==> src/rtl/mck_pkg.sv <==
package mck_pkg;
  localparam int SRC_N  = 4;
  localparam int CSS_W  = $clog2(SRC_N);
  localparam int PRES_W = 3;
  localparam int MDIV_W = 2;
  localparam int CFG_W  = CSS_W + PRES_W + MDIV_W;

  typedef enum logic [CSS_W-1:0] {
    SRC_SLOW = 2'd0,
    SRC_MAIN = 2'd1,
    SRC_PLL0 = 2'd2,
    SRC_PLL1 = 2'd3
  } src_sel_e;

  typedef struct packed {
    logic [MDIV_W-1:0] ratio;
    logic [PRES_W-1:0] pres;
    src_sel_e          src;
  } mck_cfg_t;

  localparam mck_cfg_t CFG_RESET = '{ratio: '0, pres: '0, src: SRC_SLOW};
endpackage

==> src/rtl/mck_src_mux.sv <==
module mck_src_mux #(
  parameter int N = 4,
  localparam int SW = $clog2(N)
) (
  input  logic [N-1:0]  tick_i,
  input  logic [SW-1:0] sel_i,
  output logic          tick_o
);
  always_comb begin
    tick_o = 1'b0;
    for (int i = 0; i < N; i++) begin
      if (sel_i == SW'(i)) tick_o = tick_i[i];
    end
  end
endmodule

==> src/rtl/mck_prescaler.sv <==
module mck_prescaler #(
  parameter int PRES_W = 3,
  localparam int CNT_W = (1 << PRES_W) - 2
) (
  input  logic              clk,
  input  logic              rst,
  input  logic              tick_i,
  input  logic [PRES_W-1:0] pres_i,
  output logic              hit_o
);
  logic [CNT_W-1:0] cnt_q;
  logic [CNT_W:0]   pow;
  logic [CNT_W:0]   pow_m1;
  logic [CNT_W-1:0] lim;

  always_comb begin
    pow    = {{CNT_W{1'b0}}, 1'b1} << pres_i;
    pow_m1 = pow - 1'b1;
    lim    = (pres_i == '1) ? '0 : pow_m1[CNT_W-1:0];
  end

  assign hit_o = tick_i && (cnt_q == lim);

  always_ff @(posedge clk) begin
    if (rst)         cnt_q <= '0;
    else if (hit_o)  cnt_q <= '0;
    else if (tick_i) cnt_q <= cnt_q + 1'b1;
  end
endmodule

==> src/rtl/mck_master_div.sv <==
module mck_master_div #(
  parameter int MDIV_W = 2
) (
  input  logic              clk,
  input  logic              rst,
  input  logic              step_i,
  input  logic [MDIV_W-1:0] ratio_i,
  output logic              hit_o
);
  logic [MDIV_W-1:0] cnt_q;

  assign hit_o = step_i && (cnt_q == ratio_i);

  always_ff @(posedge clk) begin
    if (rst)         cnt_q <= '0;
    else if (hit_o)  cnt_q <= '0;
    else if (step_i) cnt_q <= cnt_q + 1'b1;
  end
endmodule

==> src/rtl/mck_clock_gen.sv <==
module mck_clock_gen
  import mck_pkg::*;
(
  input  logic             clk,
  input  logic             rst,
  input  logic [SRC_N-1:0] src_tick,
  input  logic             cfg_we,
  input  logic [CFG_W-1:0] cfg_wdata,
  output logic             pck_en,
  output logic             mck_en,
  output logic [CFG_W-1:0] act_cfg
);
  mck_cfg_t pend_q, act_q;
  logic     sel_tick, pre_hit, mck_hit;

  mck_src_mux #(.N(SRC_N)) u_mux (
    .tick_i (src_tick),
    .sel_i  (act_q.src),
    .tick_o (sel_tick)
  );

  mck_prescaler #(.PRES_W(PRES_W)) u_pres (
    .clk    (clk),
    .rst    (rst),
    .tick_i (sel_tick),
    .pres_i (act_q.pres),
    .hit_o  (pre_hit)
  );

  mck_master_div #(.MDIV_W(MDIV_W)) u_mdiv (
    .clk     (clk),
    .rst     (rst),
    .step_i  (pre_hit),
    .ratio_i (act_q.ratio),
    .hit_o   (mck_hit)
  );

  always_ff @(posedge clk) begin
    if (rst) begin
      pend_q <= CFG_RESET;
      act_q  <= CFG_RESET;
      pck_en <= 1'b0;
      mck_en <= 1'b0;
    end else begin
      if (cfg_we)  pend_q <= mck_cfg_t'(cfg_wdata);
      if (mck_hit) act_q  <= pend_q;
      pck_en <= pre_hit;
      mck_en <= mck_hit;
    end
  end

  assign act_cfg = act_q;
endmodule

==> config.mk <==
export PLATFORM = sky130hd
export DESIGN_NAME = mck_clock_gen
export DESIGN_NICKNAME = d
export VERILOG_FILES = /design/src/rtl/mck_pkg.sv /design/src/rtl/mck_src_mux.sv /design/src/rtl/mck_prescaler.sv /design/src/rtl/mck_master_div.sv /design/src/rtl/mck_clock_gen.sv
export SDC_FILE = /design/constraint.sdc
export NUM_CORES = 1
export LEC_CHECK = 0
export ABC_AREA = 0
export BUFFER_PORTS_ARGS = -buffer_cell sky130_fd_sc_hd__buf_2
export CAP_MARGIN = 10
export CORE_MARGIN = 2
export CORE_UTILIZATION = 54
export DETAILED_ROUTE_END_ITERATION = 10
export MAX_ROUTING_LAYER = met4
export PLACE_DENSITY_LB_ADDON = 0.05
export SYNTH_ARGS = -nofsm -noshare
export SYNTH_HDL_FRONTEND = slang
export SYNTH_HIERARCHICAL = 1
export SYNTH_SLANG_ARGS = --single-unit
==> constraint.sdc <==
create_clock -name clk -period 3.6 [get_ports clk]
set_input_delay 0.54 -clock clk [delete_from_list [all_inputs] [get_ports clk]]
set_output_delay 0.54 -clock clk [all_outputs]
set_load 0.1 [all_outputs]
==> flow_metrics.tcl <==
set metrics [dict create \
    hold_viol 0 \
    p_total_w 0.00104 \
    fin_nets 164 \
    ir_worst_vdd_uv 384 \
    cp.required_ns 3.79 \
    syn_area_um2 1230 \
    numPortBuffers 22 \
    finalSetupViolCount 0 \
    hold_path_end "pend_q[5]" \
    maxSlewHeadroom 0.679 \
    setup_tns_ns 0 \
    synth.most_common_cell "dfxtp_1" \
    dr.pass1.iters 4 \
    worstHoldPathCells 3 \
    period_needed_ns 2.95 \
    power.density_nw_per_um2 767 \
    worstSetupPathType "reg2reg" \
    cp.arrival_ns 3.14 \
    antenna_left 0 \
    grt.overflow.total 0 \
    drc_errors 0 \
    post-dp-hpwl_um 1620 \
    io_pins 23 \
    regToRegStartpoint "act_cfg[4]" \
    root_buffer "clkbuf_4" \
    maxCapViolCount 0 \
    clk_pin_slew_ns 0.13 \
    gp_congestion 0.789 \
    hold_path.class "in2reg" \
    wl_per_cell_um 12.8 \
    vias_per_cell 5.55 \
    synthArstFlopShare 0 \
    core_area_um2 2190 \
    cts_tree "done" \
    min_from "cfg_wdata[5]" \
    tightestPinTransition_ns 0.485 \
    antenna_cells 0 \
    synth_top_area_share 0.389 \
    cts.repair.resized 0 \
    synthCells 130 \
    yosysSeqAreaShare 0.389 \
    h-tree-depth 1 \
    synth-main-ff-cell "dfxtp_1" \
    report.final.slew_viol_count 0 \
    synthesis.nets 146 \
    initial_utilization 0.564 \
    synth.distinct_cells 37 \
    post-route-period-util 0.819 \
    final-seq-area_um2 480 \
    r2r_end "act_cfg[3]" \
    skew_ns 0.0104 \
    yosys-top-cells-area "dfxtp_1 39%, mux2i_1 12%, nor2_1 6.1%, buf_6 3.6%, xnor2_1 3.5%" \
    grt_pass1_vias 834 \
    multiInputGateArea_um2 669 \
    cts_made_buffers 3 \
    post_cts_buffers 0 \
    power_leakage_nw 0.568 \
    die_area_um2 2690 \
    cts.sinks 24 \
    reg2reg_slack_ns 0.65 \
    vias 972 \
    synth_mux_area_frac 0.140 \
    status "finished clean" \
    ff2ff_path_depth 8 \
    die_h_um 51.8 \
    synth_xor_area_frac 0.0638 \
    dieWidth_um 51.8 \
    start_kind "flop" \
    finalWorstSetupSlack_ns 0.651 \
    fill_cells 202 \
    grt_max_degree 26 \
    clk_latency_ns 0.31 \
    yosys.area_share.adder 0.0203 \
    rsz0062_at_grt "false" \
    dr.first_iter.drc_count 17 \
    synth_top_family_by_area "simple AND/OR/NAND/NOR gates" \
    synth_seq_cells 24 \
    ctsHoldBuffers 0 \
    synth-simple-area-share 0.208 \
    ys_warn_count 6 \
    yosys-top-cells-count "24 x dfxtp_1, 20 x nor2_1, 15 x mux2i_1" \
    yosys.area.top_type "dfxtp_1" \
    final_layout_size_suffix_gt1_frac 0.204 \
    critPathMaxFanout 15 \
    clockBufferDepth 2 \
    syn_area_per_cell_um2 9.50 \
    max_clock_freq_mhz 339 \
    routed_wl_um 2240 \
    areaGrowthSynthToFinish_pct 10.0 \
    endpoint_kind "flop" \
    place_ws_ns 0.678 \
    synth_compound_area_frac 0.110 \
    holdWs_ns 0.459 \
    grt_pass1_wl_um 3640 \
    rows 17 \
    grt_usage 0.184 \
    synth_edf_count 0 \
    antenna_found_initial 0 \
]
[kinds of logic (layout without fill, tap and decap cells)]
| logic type | count (synthesis) | in the layout |
|---|---|---|
| fa+ha+maj | 2 | 2 |
| buf+inv | 12 | 29 |
| mux | 16 | 16 |
| compound gates | 17 | 17 |
| simple gates | 50 | 50 |
| xor+xnor | 9 | 9 |
| flops | 24 | 24 |
[how the worst max path moves through the flow]
| stage | slack, ns | from | cells after the start | endpoint |
|---|---|---|---|---|
| after floorplan | 0.58 | act_cfg[2] | 10 | act_cfg[4] |
| after global placement | 0.74 | act_cfg[4] | 8 | act_cfg[6] |
| after detailed placement | 0.68 | act_cfg[4] | 8 | act_cfg[0] |
| after CTS | 0.65 | act_cfg[4] | 8 | act_cfg[3] |
| after global routing | 0.48 | act_cfg[4] | 8 | act_cfg[0] |
| final | 0.65 | act_cfg[4] | 8 | act_cfg[3] |
[power breakdown]
group          switching [W]  leakage [nW]  total (W)  internal [W]
combinational       0.000331         0.345   0.000501      0.000170
sequential         0.0000480         0.196   0.000351      0.000303
clock              0.0000783        0.0279   0.000191      0.000113
[metal layers]
metal,global-route usage,vias to the layer above,wire [um]
li1,-,493,-
met1,0.230,441,1040
met2,0.304,32,1050
met3,0.0345,6,111
met4,0.0526,0,31
met5,-,-,0
[critical path, stage by stage (launching register included)]
cell,delay [ns]
dfxtp_1,0.46
or3_4,0.45
ha_1,0.24
or4b_1,0.47
o311ai_1,0.09
o2111a_2,0.35
and3_1,0.47
mux2i_1,0.23
nor2_1,0.07
[layout make-up]
cell class                      instances  share of cell area
Sequential cell                        24               0.354
Tap cell                               28              0.0258
Clock inverter                          1              0.0221
Multi-Input combinational cell         94               0.493
Clock buffer                            3              0.0166
Inverter                                3             0.00829
Timing Repair Buffer                   22              0.0810
[per-stage QoR]
stage / cell area (um2) / std cells / utilization
floorplan: 1230 / 130 / -
global placement: 1310 / 171 / 0.596
detailed placement: 1310 / 171 / 0.596
CTS: 1360 / 175 / 0.620
global route: 1360 / 175 / 0.620
finish: 1360 / 175 / 0.620
[cell usage in the layout (no fill, tap or decap), types with 2 or more instances in the layout]
| cell type | instances |
|---|---|
| ha_1 | 2 |
| clkbuf_4 | 3 |
| nor3_1 | 6 |
| o211ai_1 | 2 |
| nor2b_1 | 3 |
| a32oi_1 | 2 |
| nor2_1 | 20 |
| xnor2_1 | 5 |
| inv_1 | 3 |
| nand2_1 | 6 |
| nor3b_1 | 2 |
| nand4_1 | 5 |
| dfxtp_1 | 24 |
| a21o_1 | 2 |
| a21oi_1 | 2 |
| buf_2 | 22 |
| xor2_1 | 4 |
| mux2i_1 | 15 |
| a21boi_0 | 2 |
[sequential cells by signal, summed over array words and instances (netlist names)]
| signal | count |
|---|---|
| act_cfg | 7 |
| pend_q | 7 |
| u_pres/cnt_q | 6 |
| u_mdiv/cnt_q | 2 |
| mck_en | 1 |
| pck_en | 1 |
(Power assumes the default switching activity.)
